`src/rtl/tmr_pkg.sv`:
```
package tmr_pkg;
  typedef enum logic [1:0] {
    MODE_OFF   = 2'b00,
    MODE_EVENT = 2'b01,
    MODE_TIMER = 2'b10,
    MODE_PULSE = 2'b11
  } tmrMode_t;

  typedef struct packed {
    logic step;
    logic preWrite;
    logic cntWrite;
  } tmrStrobe_t;
endpackage

```
`src/rtl/tmr_ctrl.sv`:
```
module tmr_ctrl
  import tmr_pkg::*;
#(
  parameter int PSC_W = 3,
  parameter int SYNC_STAGES = 2
) (
  input  logic             clk,
  input  logic             rstN,
  input  logic             regAddr,
  input  logic             regWrEn,
  input  logic             regRdEn,
  input  logic [PSC_W+3:0] ctrlWrData,
  input  logic             extIn,
  output logic [PSC_W+4:0] ctrlQ,
  output logic             runBit,
  output tmrMode_t         modeQ,
  output tmrStrobe_t       strobes
);
  localparam int DIV_W = (1 << PSC_W) - 1;
  localparam int EDGE_POS = PSC_W;
  localparam int RUN_POS = PSC_W + 1;

  logic [PSC_W-1:0] pscQ;
  logic edgeQ, runQ, measQ, extPrev;
  logic [SYNC_STAGES-1:0] syncQ;
  logic [DIV_W-1:0] divQ, divMask;
  logic tick, extS, rise, fall, actEdge, endEdge, rawStep, pulseDone, ctrlWrite;

  generate
    if (SYNC_STAGES > 1) begin : gSyncChain
      always_ff @(posedge clk or negedge rstN)
        if (!rstN) syncQ <= '0;
        else syncQ <= {syncQ[SYNC_STAGES-2:0], extIn};
    end else begin : gSyncSingle
      always_ff @(posedge clk or negedge rstN)
        if (!rstN) syncQ <= '0;
        else syncQ <= extIn;
    end
  endgenerate

  assign extS = syncQ[SYNC_STAGES-1];
  assign rise = extS && !extPrev;
  assign fall = !extS && extPrev;
  assign actEdge = edgeQ ? fall : rise;
  assign endEdge = edgeQ ? rise : fall;

  assign divMask = DIV_W'(({{DIV_W{1'b0}}, 1'b1} << pscQ) - 1'b1);
  assign tick = (divQ & divMask) == divMask;

  assign ctrlWrite = regWrEn && regAddr;
  assign pulseDone = runQ && (modeQ == MODE_PULSE) && measQ && endEdge;

  always_comb begin
    unique case (modeQ)
      MODE_EVENT: rawStep = runQ && actEdge;
      MODE_TIMER: rawStep = runQ && tick;
      MODE_PULSE: rawStep = runQ && measQ && tick;
      default:    rawStep = 1'b0;
    endcase
  end

  assign strobes.step = rawStep && !(regRdEn && !regAddr);
  assign strobes.preWrite = regWrEn && !regAddr;
  assign strobes.cntWrite = regWrEn && !regAddr && !runQ;

  always_ff @(posedge clk or negedge rstN) begin
    if (!rstN) begin
      extPrev <= 1'b0;
      divQ <= '0;
      pscQ <= '0;
      edgeQ <= 1'b0;
      runQ <= 1'b0;
      modeQ <= MODE_OFF;
      measQ <= 1'b0;
    end else begin
      extPrev <= extS;
      divQ <= divQ + 1'b1;
      if (!runQ || modeQ != MODE_PULSE) measQ <= 1'b0;
      else if (!measQ && actEdge) measQ <= 1'b1;
      else if (measQ && endEdge) measQ <= 1'b0;
      if (ctrlWrite) begin
        pscQ <= ctrlWrData[PSC_W-1:0];
        edgeQ <= ctrlWrData[EDGE_POS];
        runQ <= ctrlWrData[RUN_POS];
        modeQ <= tmrMode_t'(ctrlWrData[PSC_W+3:PSC_W+2]);
      end else if (pulseDone) begin
        runQ <= 1'b0;
      end
    end
  end

  assign ctrlQ = {modeQ, 1'b0, runQ, edgeQ, pscQ};
  assign runBit = runQ;
endmodule

```
`src/rtl/tmr_datapath.sv`:
```
module tmr_datapath
  import tmr_pkg::*;
#(
  parameter int DATA_W = 8
) (
  input  logic              clk,
  input  logic              rstN,
  input  tmrStrobe_t        strobes,
  input  logic [DATA_W-1:0] wrData,
  input  logic              irqEnable,
  output logic [DATA_W-1:0] countQ,
  output logic              ovfPulse,
  output logic              irqReq,
  output logic              toneOut
);
  logic [DATA_W-1:0] preQ, reloadVal;

  assign ovfPulse = strobes.step && (countQ == {DATA_W{1'b1}});
  assign reloadVal = strobes.preWrite ? wrData : preQ;

  always_ff @(posedge clk or negedge rstN) begin
    if (!rstN) begin
      countQ <= '0;
      preQ <= '0;
      irqReq <= 1'b0;
      toneOut <= 1'b0;
    end else begin
      if (strobes.preWrite) preQ <= wrData;
      if (strobes.cntWrite) countQ <= wrData;
      else if (strobes.step) countQ <= ovfPulse ? reloadVal : countQ + DATA_W'(1);
      irqReq <= ovfPulse && irqEnable;
      toneOut <= toneOut ^ ovfPulse;
    end
  end
endmodule

```
`src/rtl/pulse_event_timer.sv`:
```
module pulse_event_timer
  import tmr_pkg::*;
(
  input  logic       clk,
  input  logic       rstN,
  input  logic       regAddr,
  input  logic       regWrEn,
  input  logic       regRdEn,
  input  logic [7:0] regWrData,
  output logic [7:0] regRdData,
  input  logic       extIn,
  input  logic       irqEnable,
  output logic       irqReq,
  output logic       toneOut
);
  localparam int DATA_W = 8;
  localparam int PSC_W = 3;

  tmrStrobe_t strobes;
  tmrMode_t modeQ;
  logic [DATA_W-1:0] ctrlQ, countNow;
  logic runBit, ovfPulse;

  tmr_ctrl #(.PSC_W(PSC_W), .SYNC_STAGES(2)) ctrl_i (
    .clk(clk), .rstN(rstN), .regAddr(regAddr), .regWrEn(regWrEn), .regRdEn(regRdEn),
    .ctrlWrData({regWrData[7:6], regWrData[4:0]}), .extIn(extIn),
    .ctrlQ(ctrlQ), .runBit(runBit), .modeQ(modeQ), .strobes(strobes)
  );

  tmr_datapath #(.DATA_W(DATA_W)) dp_i (
    .clk(clk), .rstN(rstN), .strobes(strobes), .wrData(regWrData), .irqEnable(irqEnable),
    .countQ(countNow), .ovfPulse(ovfPulse), .irqReq(irqReq), .toneOut(toneOut)
  );

  assign regRdData = regAddr ? ctrlQ : countNow;
endmodule

```
`config.mk`:
```
export PLATFORM = sky130hd
export DESIGN_NAME = pulse_event_timer
export DESIGN_NICKNAME = d
export VERILOG_FILES = /design/src/rtl/tmr_pkg.sv /design/src/rtl/tmr_ctrl.sv /design/src/rtl/tmr_datapath.sv /design/src/rtl/pulse_event_timer.sv
export SDC_FILE = /design/constraint.sdc
export NUM_CORES = 1
export LEC_CHECK = 0
export BUFFER_PORTS_ARGS = -buffer_cell sky130_fd_sc_hd__buf_2
export CAP_MARGIN = 0
export CELL_PAD_IN_SITES_DETAIL_PLACEMENT = 0
export CELL_PAD_IN_SITES_GLOBAL_PLACEMENT = 1
export CORE_MARGIN = 8
export CORE_UTILIZATION = 30
export CTS_CLUSTER_DIAMETER = 40
export CTS_CLUSTER_SIZE = 12
export DETAILED_ROUTE_END_ITERATION = 6
export PLACE_DENSITY_LB_ADDON = 0.1
export SLEW_MARGIN = 10
export SYNTH_ARGS = -nofsm -noshare
export SYNTH_HDL_FRONTEND = slang
export SYNTH_HIERARCHICAL = 1
export SYNTH_SLANG_ARGS = --single-unit
```
`constraint.sdc`:
```
create_clock -name clk -period 4.7 [get_ports clk]
set_input_delay 0.235 -clock clk [delete_from_list [all_inputs] [get_ports clk]]
set_output_delay 0.235 -clock clk [all_outputs]
set_load 0.01 [all_outputs]
```
==> impl_metrics.yaml <==
run_status:
  outcome: "complete, no violations"
setup_path:
  path_delay_family: "simple AND/OR/NAND/NOR gates"
  crit_arrival_ns: 2.72
  cpMaxStageDelayCell: "sky130_fd_sc_hd__nor2b_1"
  worst-endpoint-required_ns: 4.88
  crit_path_launch_type: "input port"
  crit_top_cell: "sky130_fd_sc_hd__nor2b_1"
  critical_path_peak_fanout: 17
  worstSetupPathType: "in -> reg"
  endpoint_kind: "register"
  path_cells: "buf_2 -> nor2b_1 -> nor2b_1 -> nand2b_1 -> a21oi_1 -> a221o_1"
  critical_path_buf_inv_count: 1
  critical_path.max_stage_delay_ns: 1.01
timing:
  hold_viol_final: 0
  final_worst_slack_ns: 2.15
  worst_slew_pin_slew_ns: 1.18
  timing.clock.skew_ns: 0.00530
  worst_hold_slack_across_all_endpoints_ns: 0.0473
  finalSetupViolCount: 0
  slew_headroom: 0.212
  layout_worst_path_cycle_share: 0.542
  rsz0062_at_grt: "no"
  min_period_ns: 2.55
  drv_slew: 0
  max_clock_freq_mhz: 393
  timing.setup.tns_ns: 0
cts:
  tritoncts: "done"
  clk_pin_slew_ns: 0.07
  clock_tree.htree_level_count: 2
  clockBufferDepth: 2
  clk-insertion-delay-late_ns: 0.29
  postCtsResizedCells: 0
  cts_inserted_buffers: 5
  cts.hold.buffers_added: 0
  cts-root-buf: "sky130_fd_sc_hd__clkbuf_8"
  cts.repair_timing.setup_buffer_count: 0
  clock_sinks: 36
grt:
  grt_first_pass_wirelength_mm: 7.53
  antenna_found_initial: 0
  globalRoute.totalOverflow: 0
  grt_pass1_vias: 1411
  grt_start_max_net_pins: 37
  gr-usage-all-layers: 0.109
floorplanning:
  initial_core_util: 0.305
  std_cell_rows: 29
  overall_die_area_um2: 9190
  boundaryPins: 25
  die_y_um: 95.9
  floorplan.die.width_um: 95.9
  core_um2: 6280
layout:
  diodes_inserted: 0
  post_layout_nonfiller_instances: 269
  finalNetCount: 208
  fillerInstances: 640
  final_layout_size_suffix_gt1_frac: 0.307
  end_of_flow_core_utilization: 0.344
  seq_area_um2: 901
  design_area_um2: 2160
  multi_input_area_um2: 943
  area_growth_synth_to_finish_pct: 12.9
power:
  total_power_mw: 0.805
  p_per_area_nw_per_um2: 373
  total_leakage_power_nw: 0.946
  vdd_drop_max_mv: 0.146
route:
  vias_per_cell: 4.93
  drt_first_iter_violations: 33
  detail-route-antenna-nets: 0
  wl_met2_mm: 2.17
  postRouteWirelength_mm: 4.57
  highest_layer: "met4"
  drcViolationCount: 0
  dr.pass1.iters: 4
  routed-wl-met3_um: 128
  vias: 1326
  wl_per_cell_um: 17.0
  wl_met1_mm: 2.20
synth:
  syn_area_per_cell_um2: 11.3
  synth.net_count: 186
  synthesis.yosys.warnings: 6
  synthCells: 169
  synthesis.area_um2: 1910
placement:
  dp.final_hpwl_mm: 3.36
  post-place-cells: 261
  placed_area_um2: 2070
  port_buffers: 24
  pre_cts_ws_ns: 1.81
  globalplace.congestion: 0.799
flow_run:
  max_cap_viol_count: 0
hold_path:
  holdCritPathClass: "in -> async"
## final cells by class
cell class	instances	area share
multi-input cells	122	0.437
flip-flops and latches	36	0.417
repair buffers	24	0.0556
well taps	77	0.0446
clock buffers	6	0.0382
clock inverters	2	0.00463
inverters	2	0.00347
## cell usage in the layout (no fill, tap or decap), types with 3 or more instances in the layout
| master | count |
|---|---|
| sky130_fd_sc_hd__o31ai_1 | 3 |
| sky130_fd_sc_hd__nor2b_1 | 5 |
| sky130_fd_sc_hd__nand2_1 | 8 |
| sky130_fd_sc_hd__mux2_2 | 12 |
| sky130_fd_sc_hd__nand3_1 | 12 |
| sky130_fd_sc_hd__nand2b_1 | 5 |
| sky130_fd_sc_hd__mux2_4 | 9 |
| sky130_fd_sc_hd__dfrtp_1 | 36 |
| sky130_fd_sc_hd__buf_2 | 24 |
| sky130_fd_sc_hd__nor3b_1 | 3 |
| sky130_fd_sc_hd__o21ai_1 | 6 |
| sky130_fd_sc_hd__nor2_1 | 8 |
| sky130_fd_sc_hd__mux2i_1 | 4 |
| sky130_fd_sc_hd__nor3_1 | 4 |
| sky130_fd_sc_hd__clkbuf_8 | 6 |
| sky130_fd_sc_hd__xnor2_1 | 5 |
| sky130_fd_sc_hd__a21oi_1 | 5 |
## metal layers
| layer | track usage | up-vias |
|---|---|---|
| met5 | 0 | - |
| li1 | - | 651 |
| met4 | 0.0461 | 0 |
| met1 | 0.136 | 654 |
| met2 | 0.174 | 13 |
| met3 | 0.0257 | 8 |
## path summary, 6_finish.rpt
kind                              endpoint  depth (start not counted)            start  slack [ns]
setup / recovery            dp_i/countQ[7]                          6          regAddr        2.15
hold / removal              ctrl_i/divQ[4]                          1             rstN        0.05
setup reg to reg            dp_i/countQ[3]                          8   ctrl_i/pscQ[2]        2.38
hold reg to reg            ctrl_i/syncQ[1]                          0  ctrl_i/syncQ[0]        0.35
max in group asynchronous   dp_i/countQ[0]                          1             rstN        4.13
min in group clk           ctrl_i/syncQ[0]                          1            extIn        0.06
## flip-flops by register name (all words and copies together) (netlist names)
signal and cells:
ctrl_i/divQ 7, ctrl_i/edgeQ 1, ctrl_i/extPrev 1, ctrl_i/measQ 1
ctrl_i/modeQ 2, ctrl_i/pscQ 3, ctrl_i/runBit 1, ctrl_i/syncQ 2
dp_i/countQ 8, dp_i/irqReq 1, dp_i/preQ 8, dp_i/toneOut 1
## where the power goes
part           internal [mW]  switching (mW)  total (mW)
clock network          0.117           0.112       0.229
logic                 0.0925          0.0855       0.178
registers              0.347          0.0514       0.398
(Power assumes the default switching activity.)
